### config.mk
export PLATFORM = sky130hd
export DESIGN_NAME = dual_pic
export DESIGN_NICKNAME = d
export VERILOG_FILES = /design/src/rtl/pic_pkg.sv /design/src/rtl/pic_prio_enc.sv /design/src/rtl/pic_unit.sv /design/src/rtl/dual_pic.sv
export SDC_FILE = /design/constraint.sdc
export NUM_CORES = 1
export LEC_CHECK = 0
export ABC_AREA = 1
export BUFFER_PORTS_ARGS = -buffer_cell sky130_fd_sc_hd__buf_2
export CAP_MARGIN = 30
export CORE_MARGIN = 5
export CORE_UTILIZATION = 30
export DETAILED_ROUTE_END_ITERATION = 8
export SYNTH_ARGS = -nofsm -noshare
export SYNTH_HDL_FRONTEND = slang
export SYNTH_HIERARCHICAL = 1
export SYNTH_SLANG_ARGS = --single-unit
export TNS_END_PERCENT = 50
### constraint.sdc
create_clock -name clk -period 10.5 [get_ports clk]
set_input_delay 1.575 -clock clk [delete_from_list [all_inputs] [get_ports clk]]
set_output_delay 1.575 -clock clk [all_outputs]
set_load 0.1 [all_outputs]
### src/rtl/pic_pkg.sv
package pic_pkg;

   typedef enum logic [1:0] {
      ST_READY = 2'd0,
      ST_BASE  = 2'd1,
      ST_CASC  = 2'd2,
      ST_OPT   = 2'd3
   } init_st_t;

   localparam logic [4:0] EOI_OP   = 5'b01100;
   localparam logic [7:0] SEL_IRR  = 8'h0A;
   localparam logic [7:0] SEL_ISR  = 8'h0B;
   localparam int         INIT_BIT = 4;

   localparam logic [2:0] ADR_MCMD = 3'd0;
   localparam logic [2:0] ADR_MDAT = 3'd1;
   localparam logic [2:0] ADR_SCMD = 3'd2;
   localparam logic [2:0] ADR_SDAT = 3'd3;
   localparam logic [2:0] ADR_TRLO = 3'd4;
   localparam logic [2:0] ADR_TRHI = 3'd5;
   localparam logic [2:0] ADR_ACK  = 3'd6;

   localparam logic [7:0] NO_WINNER = 8'hFF;

endpackage

### src/rtl/pic_prio_enc.sv
module pic_prio_enc #(
   parameter int W = 8,
   localparam int IDXW = $clog2(W)
) (
   input  logic [W-1:0]    req_i,
   output logic            found_o,
   output logic [IDXW-1:0] idx_o
);

   initial assert (W >= 2) else $error("pic_prio_enc: W must be at least 2");

   always_comb begin
      found_o = 1'b0;
      idx_o   = '0;
      for (int k = W - 1; k >= 0; k--) begin
         if (req_i[k]) begin
            found_o = 1'b1;
            idx_o   = IDXW'(k);
         end
      end
   end

endmodule

### src/rtl/pic_unit.sv
module pic_unit
   import pic_pkg::*;
#(
   parameter int         W         = 8,
   parameter bit         IS_MASTER = 1'b1,
   parameter logic [7:0] CFG3_RST  = 8'h04,
   localparam int        IDXW      = $clog2(W)
) (
   input  logic            clk,
   input  logic            rst_n,
   input  logic [W-1:0]    req_i,
   input  logic [W-1:0]    level_i,
   input  logic            wr_cmd_i,
   input  logic            wr_data_i,
   input  logic [7:0]      wdata_i,
   input  logic            ack_i,
   input  logic [IDXW-1:0] ack_idx_i,
   output logic            int_o,
   output logic [IDXW-1:0] win_o,
   output logic            cas_hit_o,
   output logic [7:0]      base_o,
   output logic [7:0]      id_o,
   output logic [W-1:0]    isr_o,
   output logic [7:0]      cmd_rd_o,
   output logic [7:0]      mask_rd_o
);

   initial assert (W <= 8 && (1 << IDXW) == W)
      else $error("pic_unit: W must be a power of two no wider than a byte");

   init_st_t        st_q;
   logic [W-1:0]    mask_q, lat_q, prev_q, isr_q;
   logic [W-1:0]    irr, cas, rise, ack_set, eoi_clr, avail, allow, elig;
   logic [7:0]      base_q, cfg3_q;
   logic            sel_isr_q;
   logic            isr_any;
   logic [IDXW-1:0] isr_top;
   logic            is_init, is_eoi;

   assign is_init = wr_cmd_i && wdata_i[INIT_BIT];
   assign is_eoi  = wr_cmd_i && (wdata_i[7:3] == EOI_OP);

   generate
      if (IS_MASTER) begin : g_cascade
         assign cas = cfg3_q[W-1:0];
      end else begin : g_leaf
         assign cas = '0;
      end
   endgenerate

   assign rise    = req_i & ~prev_q;
   assign ack_set = ack_i  ? (W'(1) << ack_idx_i) : '0;
   assign eoi_clr = is_eoi ? (W'(1) << wdata_i[IDXW-1:0]) : '0;

   always_comb begin
      for (int k = 0; k < W; k++) begin
         irr[k] = (cas[k] || level_i[k]) ? req_i[k] : lat_q[k];
      end
   end

   always_ff @(posedge clk) begin
      if (!rst_n) begin
         prev_q <= '0;
         lat_q  <= '0;
         isr_q  <= '0;
      end else begin
         prev_q <= req_i;
         lat_q  <= (lat_q & ~ack_set) | (rise & ~level_i & ~cas);
         isr_q  <= is_init ? '0 : ((isr_q & ~eoi_clr) | ack_set);
      end
   end

   always_ff @(posedge clk) begin
      if (!rst_n) begin
         st_q      <= ST_READY;
         mask_q    <= '1;
         base_q    <= '0;
         cfg3_q    <= CFG3_RST;
         sel_isr_q <= 1'b0;
      end else begin
         if (is_init) begin
            st_q      <= ST_BASE;
            sel_isr_q <= 1'b0;
         end else if (wr_cmd_i && wdata_i == SEL_IRR) begin
            sel_isr_q <= 1'b0;
         end else if (wr_cmd_i && wdata_i == SEL_ISR) begin
            sel_isr_q <= 1'b1;
         end
         if (wr_data_i) begin
            unique case (st_q)
               ST_BASE: begin
                  base_q <= wdata_i;
                  st_q   <= ST_CASC;
               end
               ST_CASC: begin
                  cfg3_q <= wdata_i;
                  st_q   <= ST_OPT;
               end
               ST_OPT:   st_q   <= ST_READY;
               ST_READY: mask_q <= wdata_i[W-1:0];
            endcase
         end
      end
   end

   pic_prio_enc #(.W(W)) u_isr_pick (
      .req_i   (isr_q),
      .found_o (isr_any),
      .idx_o   (isr_top)
   );

   always_comb begin
      for (int k = 0; k < W; k++) begin
         allow[k] = !isr_any || (k < int'(isr_top));
      end
   end

   assign avail = irr & ~mask_q;
   assign elig  = avail & allow;

   pic_prio_enc #(.W(W)) u_win_pick (
      .req_i   (elig),
      .found_o (int_o),
      .idx_o   (win_o)
   );

   assign cas_hit_o = cas[win_o];
   assign base_o    = base_q;
   assign id_o      = cfg3_q;
   assign isr_o     = isr_q;

   always_comb begin
      cmd_rd_o           = '0;
      mask_rd_o          = '0;
      cmd_rd_o[W-1:0]    = sel_isr_q ? isr_q : irr;
      mask_rd_o[W-1:0]   = mask_q;
   end

   assert_init_done_R1: assert property (@(posedge clk) disable iff (!rst_n)
      (wr_data_i && !wr_cmd_i && st_q == ST_OPT) |=> st_q == ST_READY);

   assert_grant_unmasked_R3: assert property (@(posedge clk) disable iff (!rst_n)
      int_o |-> (irr[win_o] && !mask_q[win_o]));

   assert_ack_in_service_R8: assert property (@(posedge clk) disable iff (!rst_n)
      (ack_i && !wr_cmd_i) |=> isr_q[$past(ack_idx_i)]);

   assert_eoi_clears_R9: assert property (@(posedge clk) disable iff (!rst_n)
      (is_eoi && !ack_i) |=> !isr_q[$past(wdata_i[IDXW-1:0])]);

endmodule

### src/rtl/dual_pic.sv
module dual_pic
   import pic_pkg::*;
#(
   parameter int           LINES      = 16,
   parameter int           AW         = 3,
   parameter int           CASC_IN    = 2,
   parameter logic [15:0]  FORCE_EDGE = 16'h2107
) (
   input  logic             clk,
   input  logic             rst_n,
   input  logic [LINES-1:0] irq_lines,
   input  logic             bus_wr,
   input  logic             bus_rd,
   input  logic [AW-1:0]    bus_addr,
   input  logic [7:0]       bus_wdata,
   output logic [7:0]       bus_rdata,
   output logic             irq_out
);

   localparam int W    = LINES / 2;
   localparam int IDXW = $clog2(W);

   initial assert (LINES == 16 && AW >= 3 && CASC_IN < W)
      else $error("dual_pic: unsupported parameter set");

   logic [LINES-1:0] trig_q, level_eff;
   logic [W-1:0]     m_req;
   logic             m_int, s_int, m_cas_hit, route, ack_rd;
   logic [IDXW-1:0]  m_win, s_win;
   logic [7:0]       m_base, s_base, s_id, m_cmd_rd, s_cmd_rd, m_mask_rd, s_mask_rd;
   logic [7:0]       ack_val;
   logic [W-1:0]     m_isr;
   logic [7:0]       unused_m_id;
   logic [W-1:0]     unused_s_isr;
   logic             unused_s_cas;

   always_ff @(posedge clk) begin
      if (!rst_n) begin
         trig_q <= '0;
      end else if (bus_wr && bus_addr == AW'(ADR_TRLO)) begin
         trig_q[W-1:0] <= bus_wdata[W-1:0];
      end else if (bus_wr && bus_addr == AW'(ADR_TRHI)) begin
         trig_q[LINES-1:W] <= bus_wdata[W-1:0];
      end
   end

   assign level_eff = trig_q & ~FORCE_EDGE[LINES-1:0];

   always_comb begin
      m_req          = irq_lines[W-1:0];
      m_req[CASC_IN] = s_int;
   end

   assign ack_rd = bus_rd && bus_addr == AW'(ADR_ACK);
   assign route  = m_int && m_cas_hit && (m_win == s_id[IDXW-1:0]);

   pic_unit #(.W(W), .IS_MASTER(1'b1), .CFG3_RST(8'(1 << CASC_IN))) u_master (
      .clk       (clk),
      .rst_n     (rst_n),
      .req_i     (m_req),
      .level_i   (level_eff[W-1:0]),
      .wr_cmd_i  (bus_wr && bus_addr == AW'(ADR_MCMD)),
      .wr_data_i (bus_wr && bus_addr == AW'(ADR_MDAT)),
      .wdata_i   (bus_wdata),
      .ack_i     (ack_rd && m_int),
      .ack_idx_i (m_win),
      .int_o     (m_int),
      .win_o     (m_win),
      .cas_hit_o (m_cas_hit),
      .base_o    (m_base),
      .id_o      (unused_m_id),
      .isr_o     (m_isr),
      .cmd_rd_o  (m_cmd_rd),
      .mask_rd_o (m_mask_rd)
   );

   pic_unit #(.W(W), .IS_MASTER(1'b0), .CFG3_RST(8'(CASC_IN))) u_slave (
      .clk       (clk),
      .rst_n     (rst_n),
      .req_i     (irq_lines[LINES-1:W]),
      .level_i   (level_eff[LINES-1:W]),
      .wr_cmd_i  (bus_wr && bus_addr == AW'(ADR_SCMD)),
      .wr_data_i (bus_wr && bus_addr == AW'(ADR_SDAT)),
      .wdata_i   (bus_wdata),
      .ack_i     (ack_rd && route),
      .ack_idx_i (s_win),
      .int_o     (s_int),
      .win_o     (s_win),
      .cas_hit_o (unused_s_cas),
      .base_o    (s_base),
      .id_o      (s_id),
      .isr_o     (unused_s_isr),
      .cmd_rd_o  (s_cmd_rd),
      .mask_rd_o (s_mask_rd)
   );

   always_comb begin
      if (!m_int)     ack_val = NO_WINNER;
      else if (route) ack_val = {s_base[7:IDXW], s_win};
      else            ack_val = {m_base[7:IDXW], m_win};
   end

   always_comb begin
      if      (bus_addr == AW'(ADR_MCMD)) bus_rdata = m_cmd_rd;
      else if (bus_addr == AW'(ADR_MDAT)) bus_rdata = m_mask_rd;
      else if (bus_addr == AW'(ADR_SCMD)) bus_rdata = s_cmd_rd;
      else if (bus_addr == AW'(ADR_SDAT)) bus_rdata = s_mask_rd;
      else if (bus_addr == AW'(ADR_TRLO)) bus_rdata = trig_q[W-1:0];
      else if (bus_addr == AW'(ADR_TRHI)) bus_rdata = trig_q[LINES-1:W];
      else if (bus_addr == AW'(ADR_ACK))  bus_rdata = ack_val;
      else                                bus_rdata = '0;
   end

   assign irq_out = m_int;

   assert_empty_ack_R8: assert property (@(posedge clk) disable iff (!rst_n)
      (ack_rd && !m_int && !bus_wr) |=> $stable(m_isr));

   assert_slave_route_R2: assert property (@(posedge clk) disable iff (!rst_n)
      (ack_rd && route) |-> s_int);

endmodule

# After elaboration in Yosys (flattened, before gate mapping)

Cells that the tools add are included.

Flip-flop bits (word level): 113
Input port bits: 31

Magnitude comparators: 15
Equality and inequality tests: 16
Shifts and indexed selects: 3
Mux-type cells: 101
Bitwise operators: 30
Reduce and logical (&&, ||, !) cells: 54

Operators by type and width:

| kind                                                | number |
|---|---|
| two-way mux 8 bit                                   | 15 |
| bitwise AND 8 bit                                   | 13 |
| two-way mux 3 bit                                   | 32 |
| inverter 8 bit                                      | 11 |
| two-way mux 1 bit                                   | 47 |
| OR 8 bit                                            | 4 |
| << shifter 1 x 3 -> 8 bit, first input constant     | 3 |
| logical AND 1 bit                                   | 19 |
| logical OR 1 bit                                    | 19 |
| < comparator 3 bit, first input constant            | 6 |
| equality test 8 x 4 -> 1 bit, second input constant | 2 |
| AND reduction 2 bit                                 | 7 |
| < comparator 1 x 3 -> 1 bit, first input constant   | 4 |
| < comparator 2 x 3 -> 1 bit, first input constant   | 4 |
| one-hot mux 2 bit (3 select lines)                  | 2 |
| equality test 3 bit, second input constant          | 3 |
| equality test 2 bit, second input constant          | 4 |
| two-way mux 2 bit                                   | 4 |
| equality test 3 x 2 -> 1 bit, second input constant | 2 |
| OR reduction 3 bit                                  | 2 |
| equality test 5 x 4 -> 1 bit, second input constant | 1 |
| equality test 2 x 1 -> 1 bit, second input constant | 2 |
| logical NOT 2 bit                                   | 2 |
| < comparator 3 x 4 -> 1 bit, second input constant  | 1 |
| 7 further kinds                                     | 10 |

# Depth between registers and ports, before layout

Gate-level depths: netlist (run 1).

Depth in word-level cells: 43
Gate-level depth with buffers: 36
Depth with buffers taken out: 35

# Modules after synthesis

Netlist (run 1), hierarchy kept.

Modules (own cells, without submodules):

| module              | times used | cells an instance | area an instance (um^2) | sequential area each (um^2) |
|---|---|---|---|---|
| pic_unit (u_master) | 1          | 328               | 2,396.0                 | 1,021.0 |
| pic_unit (u_slave)  | 1          | 299               | 2,324.7                 | 1,021.0 |
| dual_pic            | 1          | 233               | 1,328.8                 | 320.3 |
| pic_prio_enc        | 4          | 22                | 98.8                    | 0.0 |

# Least setup slack after synthesis (run 1)

Ideal clock, no wire load.

Path kind: input to output
Start point: in irq_lines[15]
End point: out bus_rdata[1]
Arrival: 5.026 ns
Required time: 8.925 ns
Setup slack: 3.899 ns
Cell stages on the path: 24
Buffers on the path: 2
Cell sequence: mux2i_1 -> nor3_1 -> or2_1 -> nor3_2 -> nand2_1 -> o21ai_0 -> nor3_1 -> inv_1 -> nand4_1 -> inv_1 -> nand2_1 -> buf_6 -> nand2_2 -> inv_2 -> nand2_4 -> nor2_8 -> nand2_4 -> buf_6 -> nand2_1 -> nand3_1 -> nand2_1 -> nand4_1 -> nand2_1 -> nand3_1

RTL lines:

| what                                | RTL line           | source |
|---|---|---|
| start, declared                     | dual_pic.sv:11     | `input logic [LINES-1:0] irq_lines,` |
| two-way mux 1 bit (*)               | pic_unit.sv:57     | `irr[k] = (cas[k] \|\| level_i[k]) ? req_i[k] : lat_q[k];` |
| bitwise AND 8 bit (*)               | pic_unit.sv:118    | `assign avail = irr & ~mask_q;` |
| bitwise AND 8 bit (*)               | pic_unit.sv:119    | `assign elig = avail & allow;` |
| via u_slave.elig[7]                 | pic_unit.sv:33     | `logic [W-1:0] irr, cas, rise, ack_set, eoi_clr, avail, allow, elig;` |
| two-way mux 1 bit (*) (8 in series) | pic_prio_enc.sv:16 | `if (req_i[k]) begin` |
| via s_int                           | dual_pic.sv:28     | `logic m_int, s_int, m_cas_hit, route, ack_rd;` |
| two-way mux 1 bit (*)               | pic_unit.sv:57     |  |
| bitwise AND 8 bit (*)               | pic_unit.sv:118    |  |
| (+1 left out)                       | --                 |  |
| via u_master.elig[2]                | pic_unit.sv:33     |  |
| (+3 left out)                       | --                 |  |
| via irq_out                         | dual_pic.sv:17     | `output logic irq_out` |
| (+3 left out)                       | --                 |  |
| two-way mux 8 bit (*)               | dual_pic.sv:98     | `if (!m_int) ack_val = NO_WINNER;` |
| two-way mux 8 bit (*)               | dual_pic.sv:110    | `else if (bus_addr == AW'(ADR_ACK)) bus_rdata = ack_val;` |
| two-way mux 8 bit (*)               | dual_pic.sv:109    | `else if (bus_addr == AW'(ADR_TRHI)) bus_rdata = trig_q[LINES-1:W];` |
| two-way mux 8 bit (*)               | dual_pic.sv:108    | `else if (bus_addr == AW'(ADR_TRLO)) bus_rdata = trig_q[W-1:0];` |
| two-way mux 8 bit (*)               | dual_pic.sv:107    | `else if (bus_addr == AW'(ADR_SDAT)) bus_rdata = s_mask_rd;` |
| two-way mux 8 bit (*)               | dual_pic.sv:106    | `else if (bus_addr == AW'(ADR_SCMD)) bus_rdata = s_cmd_rd;` |
| two-way mux 8 bit (*)               | dual_pic.sv:105    | `else if (bus_addr == AW'(ADR_MDAT)) bus_rdata = m_mask_rd;` |
| two-way mux 8 bit (*)               | dual_pic.sv:104    | `if (bus_addr == AW'(ADR_MCMD)) bus_rdata = m_cmd_rd;` |
| end, declared                       | dual_pic.sv:16     | `output logic [7:0] bus_rdata,` |

Mark *: on every way through the listed nets, which the timed path passes. The rest lies on a longest branch. The select of a mux whose other input is x is not followed.

# Final worst setup path (run 1)

Start point: in irq_lines[14]
End point: out bus_rdata[7]

Cells in the longest elaborated chain, start to end: 29

Ends and longest elaborated chain:

| what                            | RTL line           | source |
|---|---|---|
| two-way mux 1 bit               | pic_unit.sv:57     |  |
| bitwise AND 8 bit               | pic_unit.sv:118    |  |
| bitwise AND 8 bit               | pic_unit.sv:119    |  |
| via u_slave.elig[6]             | pic_unit.sv:33     |  |
| two-way mux 1 bit (7 in series) | pic_prio_enc.sv:16 |  |
| via s_int                       | dual_pic.sv:28     |  |
| two-way mux 1 bit               | pic_unit.sv:57     |  |
| bitwise AND 8 bit               | pic_unit.sv:118    |  |
| (+1 left out)                   | --                 |  |
| via u_master.elig[2]            | pic_unit.sv:33     |  |
| (+3 left out)                   | --                 |  |
| via m_win[0]                    | dual_pic.sv:29     | `logic [IDXW-1:0] m_win, s_win;` |
| (+2 left out)                   | --                 |  |
| via m_cas_hit                   | dual_pic.sv:28     |  |
| (+3 left out)                   | --                 |  |
| two-way mux 8 bit               | dual_pic.sv:98     |  |
| two-way mux 8 bit               | dual_pic.sv:110    |  |
| two-way mux 8 bit               | dual_pic.sv:109    |  |
| two-way mux 8 bit               | dual_pic.sv:108    |  |
| two-way mux 8 bit               | dual_pic.sv:107    |  |
| two-way mux 8 bit               | dual_pic.sv:106    |  |
| two-way mux 8 bit               | dual_pic.sv:105    |  |
| two-way mux 8 bit               | dual_pic.sv:104    |  |

The timed path passes the listed nets, and every way through them passes these cells. The select of a mux whose other input is x is not followed.

==> out/summary.txt, run 1 <==
Worst Hold Launch: u_slave/lat_q[0]
drt pass-1 iters: 5
Total Wirelength: 17,700 um
Synth Instances: 911
critical path launch point type: input port
Overflow after GRT: 0
share of cells above drive strength 1: 12.9%
routed vias/inst: 4.75
clock sink count: 107
synthesis-to-layout area growth: 11.1%
Die X-Extent: 152 um
CTS HTree Levels: 3
Routed WL per cell: 14.5 um
CP top delay family: simple AND/OR/NAND/NOR gates
CORE AREA: 0.0201 mm^2
register area: 0.00214 mm^2
Int Pwr: 0.642 mW
Hold Path End: u_slave/lat_q[0]
critical path type: in2out
Static Leak: 2.96 nW
Worst EP required: 8930 ps
DRC errors left: 0
worst slack, placed: 3370 ps
highest-count cells in the layout ignoring fill and taps: nand2_1 (256), inv_1 (116), dfxtp_1 (107), nor2_1 (77), nand3_1 (68)
worst vdd ir: 0.0000844 V
unrepaired setup endpoints after global routing: false
status: completed
DPL Wire Length: 13,800 um
Top Ports: 40
endpoints failing setup: 0
fmax: 0.141 GHz
CTS Buffer Depth: 2
area of the multi-input gates: 0.00329 mm^2
Synthesis Warnings: 6
Non-Filler Instances: 1,219
Fin Clk Skew: 9.55 ps
ANT nets after route: 0
power density cells: 135 mW/mm^2
largest net degree at the start of global routing: 43
reg2reg end: u_slave/lat_q[3]
starting density of the core: 30.2%
Initial DRC Count: 442
die height: 152 um
Hold Violations, Final: 0
Clock power frac: 37.9%
Max-cap violations: 0
worst r2r src: u_slave/isr_o[7]
placed cells: 1,203
die area: 0.0232 mm^2
first-pass GRT wire length: 28,200 um
syn_area_per_cell: 6.67 um^2
antenna violations before repair: 0
total power after layout: 0.911 mW
CP startpoint: irq_lines[14]
Clock Latency Late Sink: 360 ps
layout net count: 983
Hold Path Stages: 2
# Post-CTS Setup Buffers: 0
HP Class: reg2reg
CP endpoint kind: primary output
crit-path max FO: 12
Max Slew Vio Count: 0
CP bufs+invs: 5
vias in the first global route: 5,314
commonest non-fill, non-tap cell in the layout: nand2_1
# fillers: 2,241
via count: 5,795
Worst-Margin Slew: 791 ps
routability cong.: 0.916
Seq pwr share: 46.6%
Antenna Cells: 0
post-CTS resize count: 0
CTS buffer count: 9
Clk pin slew, worst setup/hold paths: 70 ps
setup ws final: 3390 ps
NetSw: 0.268 mW
Reg2Reg Depth: 30
combinational share of power: 15.5%
CTS root buffer: clkbuf_16
Crit-path slowest cell: o21ai_0
port buffer count: 38
synthesized area: 0.00608 mm^2
CTS Hold Buffers Added: 0
global-route usage over all layers: 15.1%
Crit path top cell by count: nand2_1
Slew HR: 47.0%
r2r setup slk: 5660 ps
setup tns final: 0 ps
switch share: 29.5%
WP data arrival: 5530 ps
slowest stage delay, CP: 320 ps
Final Cycle Share: 67.7%
fin util: 33.6%
row cnt: 52
Final Critical Period: 7110 ps
CTS tree: done
[metal layers]
metal / global-route usage [%] / part of all wire, %
met3: 1.93 / 3.4
met5: 0 / 0
met2: 24.8 / 46
met4: 6.12 / 2.9
met1: 20.2 / 48
[how the worst max path moves through the flow]
stage	end	slack, ps	depth (start not counted)
floorplan	bus_rdata[1]	3900	24
global placement	bus_rdata[0]	2960	28
detailed placement	bus_rdata[7]	3370	30
CTS	bus_rdata[7]	3370	30
global route	bus_rdata[7]	3090	30
finish	bus_rdata[7]	3390	30
[state kept, by name, summed over array words and instances, names as in the netlist]
| register | count |
|---|---|
| trig_q | 16 |
| u_master/id_o | 8 |
| u_master/isr_o | 8 |
| u_master/lat_q | 8 |
| u_master/mask_rd_o | 8 |
| u_master/prev_q | 8 |
| u_slave/isr_o | 8 |
| u_slave/lat_q | 8 |
| u_slave/mask_rd_o | 8 |
| u_slave/prev_q | 8 |
| u_master/base_o | 5 |
| u_slave/base_o | 5 |
| u_slave/id_o | 3 |
| u_master/st_q | 2 |
| u_slave/st_q | 2 |
| u_master/sel_isr_q | 1 |
| u_slave/sel_isr_q | 1 |
[power by group through the flow]
stage	registers [mW]	logic, mW	clock network [mW]
2_1_floorplan	0.431	0.105	0
3_3_place_gp	0.434	0.140	0
3_5_place_dp	0.434	0.141	0
4_1_cts	0.424	0.141	0.354
5_1_grt	0.426	0.155	0.368
6_report	0.424	0.141	0.345
[worst reg2reg max path: cells and delay by family, from the launching register on]
family	cells	cell delay, ps
AOI/OAI and AO/OA	5	830
buffers and inverters	5	630
DFF	1	340
and+or+nand+nor	20	2930
[final cells by class]
cell class              instances  area share [%]
flip-flops and latches        107            31.7
multi-input cells             660            48.8
inverters                     125            6.99
repair buffers                 41            3.15
clock inverters                 5           0.778
well taps                     270            5.00
clock buffers                  11            3.59
[per-stage QoR]
step	hold slack, ps	area, um^2
finish	460	6750
CTS	466	6750
detailed placement	455	6460
global placement	448	6450
floorplan	435	6100
global route	485	6750
No activity file was read; power rests on OpenSTA's default activity.
==> inputs of run 2 (changes only) <==
--- a/config.mk
+++ b/config.mk
@@ -5,7 +5,7 @@
 export SDC_FILE = /design/constraint.sdc
 export NUM_CORES = 1
 export LEC_CHECK = 0
-export ABC_AREA = 1
+export ABC_AREA = 0
 export BUFFER_PORTS_ARGS = -buffer_cell sky130_fd_sc_hd__buf_2
 export CAP_MARGIN = 30
 export CORE_MARGIN = 5
==> constraint.sdc (replaced) <==
create_clock -name clk -period 7 [get_ports clk]
set_input_delay 1.05 -clock clk [delete_from_list [all_inputs] [get_ports clk]]
set_output_delay 1.05 -clock clk [all_outputs]
set_load 0.1 [all_outputs]
==> run 2 against run 1 <==
Die area down 2.4%; first-iteration DRC count increased by 3.2%; register-to-register slack got worse by 4300 ps; design area grew 1.6%; combinational power is 67% higher; critical path type is now reg2out; largest power group unchanged; highest routed layer is now met5.
==> out/summary.txt, run 2 <==
status: completed
CTS Hold Buffers Added: 0 (unchanged)
CORE AREA: 0.0195 mm^2 (-3.2%)
synthesized area: 0.00592 mm^2 (-2.5%)
Clock Latency Late Sink: 360 ps (about the same)
antenna violations before repair: 1 (+1)
Max Slew Vio Count: 0 (unchanged)
Synth Instances: 701 (-23%)
max reg flops: 16 (unchanged)
Die X-Extent: 151 um (-1.2%)
Initial DRC Count: 456 (+3.2%)
Cell Area, Placed: 0.00652 mm^2 (+0.95%)
commonest non-fill, non-tap cell in the layout: dfxtp_1
row cnt: 51 (-1.9%)
Routed WL per cell: 17.7 um (+22%)
WP data arrival: 5510 ps (-20 ps)
global-route usage over all layers: 15.9% (+0.75 points)
clock sink count: 107 (unchanged)
Max-cap violations: 0 (unchanged)
layout net count: 767 (-22%)
Static Leak: 2.45 nW (-17%)
CTS buffer count: 9 (unchanged)
CTS Buffer Depth: 2 (unchanged)
die height: 151 um (-1.2%)
post-route cell area: 0.00686 mm^2 (+1.6%)
via count: 5,229 (-9.8%)
Synthesis Warnings: 6 (unchanged)
final hold slack: 466 ps (+6.00 ps)
Antenna Cells: 0 (unchanged)
Top reg by flops: trig_q
setup ws final: 439 ps (-2950 ps)
Slew HR: 31.0% (-16 points)
ANT nets after route: 0 (unchanged)
Top Ports: 40 (unchanged)
CTS HTree Levels: 3 (unchanged)
highest-count cells in the layout ignoring fill and taps: dfxtp_1 (107), nand2_1 (93), nor2_1 (50), nor2b_1 (42), nand3_1 (35)
Total Wirelength: 17,600 um (-0.39%)
worst slack, placed: 685 ps (-2690 ps)
Fin Clk Skew: 9.63 ps (+0.0853 ps)
starting density of the core: 30.4% (+0.21 points)
CP endpoint kind: primary output
die area: 0.0227 mm^2 (-2.4%)
Final Cycle Share: 93.7%
Worst EP required: 5950 ps (-2980 ps)
first-pass GRT wire length: 27,900 um (-0.93%)
unrepaired setup endpoints after global routing: false
worst vdd ir: 0.000125 V (+49%)
area of the multi-input gates: 0.00357 mm^2 (+8.5%)
critical path launch point type: flop
Hold Violations, Final: 0 (unchanged)
register area: 0.00214 mm^2 (unchanged)
endpoints failing setup: 0 (unchanged)
CTS root buffer: clkbuf_16
power density cells: 210 mW/mm^2 (+56%)
setup tns final: 0 ps (unchanged)
DRC errors left: 0 (unchanged)
DPL Wire Length: 12,700 um (-7.9%)
drt pass-1 iters: 5 (unchanged)
total power after layout: 1.44 mW (+58%)
share of cells above drive strength 1: 16.0% (+3.1 points)
Clk pin slew, worst setup/hold paths: 80 ps (about the same)
synthesis-to-layout area growth: 15.8%
syn_area_per_cell: 8.45 um^2 (+27%)
largest net degree at the start of global routing: 51 (+19%)
port buffer count: 38 (unchanged)
placed cells: 982 (-18%)
vias in the first global route: 4,926 (-7.3%)
crit-path max FO: 11 (-1)
Worst-Margin Slew: 1030 ps (+237 ps)
Overflow after GRT: 0 (unchanged)
Non-Filler Instances: 998 (-18%)
# Post-CTS Setup Buffers: 0 (unchanged)
fmax: 0.152 GHz
fin util: 35.3% (+1.7 points)
Final Critical Period: 6560 ps
critical path type: reg2out
# fillers: 2,009 (-10%)
routability cong.: 0.882 (-3.8%)
HP Class: reg2reg
CTS tree: done
routed vias/inst: 5.24 (+10%)
[run 2: changes by cell type in the layout (fill, tap and decap cells not counted), moves of 14 or more]
| cell | delta |
|---|---|
| nand2_1 | -163 |
| inv_1 | -88 |
| nor2b_1 | +42 |
| nand3_1 | -33 |
| a21oi_1 | -29 |
| o21ai_0 | -29 |
| a21boi_0 | +28 |
| nor2_1 | -27 |
| mux2_2 | +23 |
| and2_1 | +21 |
| mux2i_1 | +17 |
| nor3_1 | -17 |
| a22oi_1 | +14 |
[run 2: critical path, stage by stage (launching register included)]
cell and delay, ps:
dfxtp_1 380, o41ai_1 550, and2_1 210, nand2_1 50, a211oi_1 400, nor4_1 150
nand2_1 180, mux2i_1 140, nor3_2 340, nor2_1 80, a211oi_1 350, buf_4 300
mux4_2 520, mux2_2 280, nand2_1 80, nor4_2 50, buf_4 190, mux2i_1 130
a221oi_1 380, buf_4 200, buf_12 170
[run 2: timing repair]
item                                   in CTS  in global routing
setup endpoints to repair                   0                  8
resized for setup                           0                  2
endpoints found under the hold margin       0                  0
[run 2: final timing paths]
check | slack [ps] | from | endpoint | cells after the start
max | 440 | u_slave/isr_o[2] | bus_rdata[1] | 20
min reg2reg | 470 | u_slave/base_o[7] | u_slave/base_o[7] | 2
min | 470 | u_slave/base_o[7] | u_slave/base_o[7] | 2
max reg2reg | 1370 | u_slave/isr_o[2] | u_slave/isr_o[0] | 20
[run 2: layer usage]
metal / GRT usage (%) / up-vias / part of all wire, %
met5: 0 / - / 0.074
met4: 4.35 / 2 / 1.9
met3: 3.73 / 24 / 5.5
met2: 24.4 / 146 / 45
met1: 22.4 / 2502 / 48
li1: - / 2555 / -
[run 2: final cells by class]
type / count / area share (%)
clock buffer: 10 / 3.48
clock inverter: 6 / 1.39
inverter: 28 / 1.53
multi-input combinational: 535 / 52.1
sequential: 107 / 31.2
tap: 265 / 4.83
timing repair buffer: 47 / 5.51
[run 2: power breakdown]
part | internal (mW) | total, mW | switching [mW]
Clock | 0.327 | 0.572 | 0.245
Combinational | 0.0872 | 0.235 | 0.148
Sequential | 0.626 | 0.636 | 0.0101
Total | 1.04 | 1.44 | 0.403
==> inputs of run 3 (changes only) <==
--- a/config.mk
+++ b/config.mk
@@ -6,7 +6,7 @@
 export NUM_CORES = 1
 export LEC_CHECK = 0
 export ABC_AREA = 0
-export BUFFER_PORTS_ARGS = -buffer_cell sky130_fd_sc_hd__buf_2
+export BUFFER_PORTS_ARGS = -buffer_cell sky130_fd_sc_hd__buf_4
 export CAP_MARGIN = 30
 export CORE_MARGIN = 5
 export CORE_UTILIZATION = 30
==> constraint.sdc (replaced) <==
create_clock -name clk -period 8 [get_ports clk]
set_input_delay 1.2 -clock clk [delete_from_list [all_inputs] [get_ports clk]]
set_output_delay 1.2 -clock clk [all_outputs]
set_load 0.1 [all_outputs]
==> run 3 against run 2 <==
Via count fell by 0.23%; die area unchanged; total power is 15% lower; non-clock buffer count decreased by 3; combinational power decreased by 18%; final cell count shrank 0.30%; sequential power is 13% lower; critical path depth down 1; worst setup slack improved by 540 ps; clock skew increased by 6.8 ps; critical path type unchanged; critical endpoint unchanged; largest cell class unchanged.
==> out/summary.txt, run 3 (synthesis gave the netlist of run 2 again) <==
Total Wirelength: 17,500 um (-0.44%)
antenna violations before repair: 0 (-1)
power density cells: 181 mW/mm^2 (-14%)
commonest non-fill, non-tap cell in the layout: dfxtp_1
Routed WL per cell: 17.6 um (-0.14%)
share of cells above drive strength 1: 15.2% (-0.76 points)
clock sink count: 107 (unchanged)
Clock Latency Late Sink: 370 ps (about the same)
die area: 0.0227 mm^2 (unchanged)
routability cong.: 0.871 (-1.3%)
synthesis-to-layout area growth: 14.6%
global-route usage over all layers: 15.5% (-0.39 points)
first-pass GRT wire length: 27,200 um (-2.6%)
Hold Violations, Final: 0 (unchanged)
Worst EP required: 6800 ps (+850 ps)
ANT nets after route: 0 (unchanged)
Int Pwr: 0.865 mW (-17%)
status: completed
switch share: 29.6% (+1.7 points)
Hold Path End: u_master/base_o[5]
Max-cap violations: 0 (unchanged)
CTS Hold Buffers Added: 0 (unchanged)
setup tns final: 0 ps (unchanged)
Worst-Margin Slew: 991 ps (-37.5 ps)
DPL Wire Length: 12,500 um (-1.7%)
row cnt: 51 (unchanged)
Initial DRC Count: 402 (-12%)
Top reg by flops: trig_q
# Post-CTS Setup Buffers: 0 (unchanged)
Seq pwr share: 45.2% (+1.2 points)
vias in the first global route: 4,827 (-2.0%)
Overflow after GRT: 0 (unchanged)
CTS tree: done
CTS Buffer Depth: 2 (unchanged)
CP endpoint kind: primary output
WP data arrival: 5820 ps (+310 ps)
final hold slack: 476 ps (+9.83 ps)
Fin Clk Skew: 16.4 ps (+6.78 ps)
Worst Hold Launch: u_master/base_o[5]
CTS buffer count: 9 (unchanged)
Max Slew Vio Count: 0 (unchanged)
fmax: 0.142 GHz
via count: 5,217 (-0.23%)
CTS HTree Levels: 3 (unchanged)
DRC errors left: 0 (unchanged)
unrepaired setup endpoints after global routing: false
endpoints failing setup: 0 (unchanged)
max reg flops: 16 (unchanged)
worst vdd ir: 0.000114 V (-9.2%)
Antenna Cells: 0 (unchanged)
Clock power frac: 39.1% (-0.6 points)
r2r setup slk: 2110 ps (+740 ps)
Clk pin slew, worst setup/hold paths: 80 ps (about the same)
HP Class: reg2reg
Final Critical Period: 7020 ps
NetSw: 0.365 mW (-9.6%)
post-CTS resize count: 0 (unchanged)
Static Leak: 2.42 nW (-1.2%)
starting density of the core: 30.4% (unchanged)
Reg2Reg Depth: 20 (unchanged)
Die X-Extent: 151 um (unchanged)
fin util: 34.9% (-0.39 points)
critical path type: reg2out
combinational share of power: 15.7% (-0.6 points)
highest-count cells in the layout ignoring fill and taps: dfxtp_1 (107), nand2_1 (93), nor2_1 (50), buf_4 (44), nor2b_1 (42)
port buffer count: 38 (unchanged)
critical path launch point type: flop
Final Cycle Share: 87.8%
drt pass-1 iters: 8 (+3)
largest net degree at the start of global routing: 92 (+80%)
CORE AREA: 0.0195 mm^2 (unchanged)
reg2reg end: u_slave/isr_o[0]
die height: 151 um (unchanged)
routed vias/inst: 5.24 (about the same)
worst r2r src: u_slave/isr_o[7]
layout net count: 764 (-0.39%)
Slew HR: 33.3% (+2.3 points)
crit-path max FO: 11 (unchanged)
Hold Path Stages: 2 (unchanged)
Top Ports: 40 (unchanged)
CTS root buffer: clkbuf_16
total power after layout: 1.23 mW (-15%)
run 3: cell count changes in the layout (fill, tap and decap cells not counted), sizes merged:
cell | before | now
buf | 47 | 44
inv | 30 | 32
bufinv | 2 | 1
clkbuf | 10 | 9
run 3: through the flow:
stage	area (um^2)	setup WS, ps	std cells
floorplan	5950	142	707
global placement	6470	1290	979
detailed placement	6470	1290	979
CTS	6790	1010	995
global route	6790	468	995
finish	6790	975	995
run 3: worst max path at each step:
stage | depth (start not counted) | slack, ps | endpoint | startpoint
global placement | 18 | 1290 | bus_rdata[1] | irq_lines[10]
floorplan | 16 | 140 | bus_rdata[4] | irq_lines[10]
global route | 19 | 470 | bus_rdata[1] | u_slave/isr_o[7]
detailed placement | 18 | 1290 | bus_rdata[1] | irq_lines[10]
finish | 19 | 980 | bus_rdata[1] | u_slave/isr_o[7]
CTS | 19 | 1010 | bus_rdata[1] | u_slave/isr_o[7]
run 3: area by class of cell:
| type | count | area [um^2] |
|---|---|---|
| Timing Repair Buffer | 44 | 330 |
| Sequential cell | 107 | 2140 |
| Clock inverter | 7 | 92.6 |
| Tap cell | 265 | 332 |
| Clock buffer | 9 | 225 |
| Fill cell | 2065 | 12700 |
| Inverter | 28 | 105 |
| Multi-Input combinational cell | 535 | 3560 |
run 3: routing by layer:
metal | global-route usage, % | share of wire [%]
met5 | 0 | 0
met1 | 21.5 | 46
met3 | 3.25 | 6.9
met2 | 24.0 | 45
met4 | 5.22 | 2.2
run 3: worst max-delay path, stage by stage, from the launching register on:
cell and delay (ps):
dfxtp_1 430, o21ai_0 120, a211oi_1 510, and2_1 230, nand2_1 60, a211oi_1 380
nor4_1 120, nand2_1 140, mux2i_1 110, nor3_1 490, nor2_1 80, a211oi_1 610
mux4_2 580, mux2_2 290, nand2_1 90, nor4_2 60, buf_4 190, mux2i_1 120
a221oi_1 460, buf_4 380
run 3: power groups by stage:
stage                     logic, mW  registers [mW]  clock network, mW
after floorplan               0.131           0.565                  0
after global placement        0.192           0.568                  0
after detailed placement      0.192           0.568                  0
after CTS                     0.193           0.556              0.495
after global routing          0.206           0.558              0.515
final                         0.193           0.556              0.481
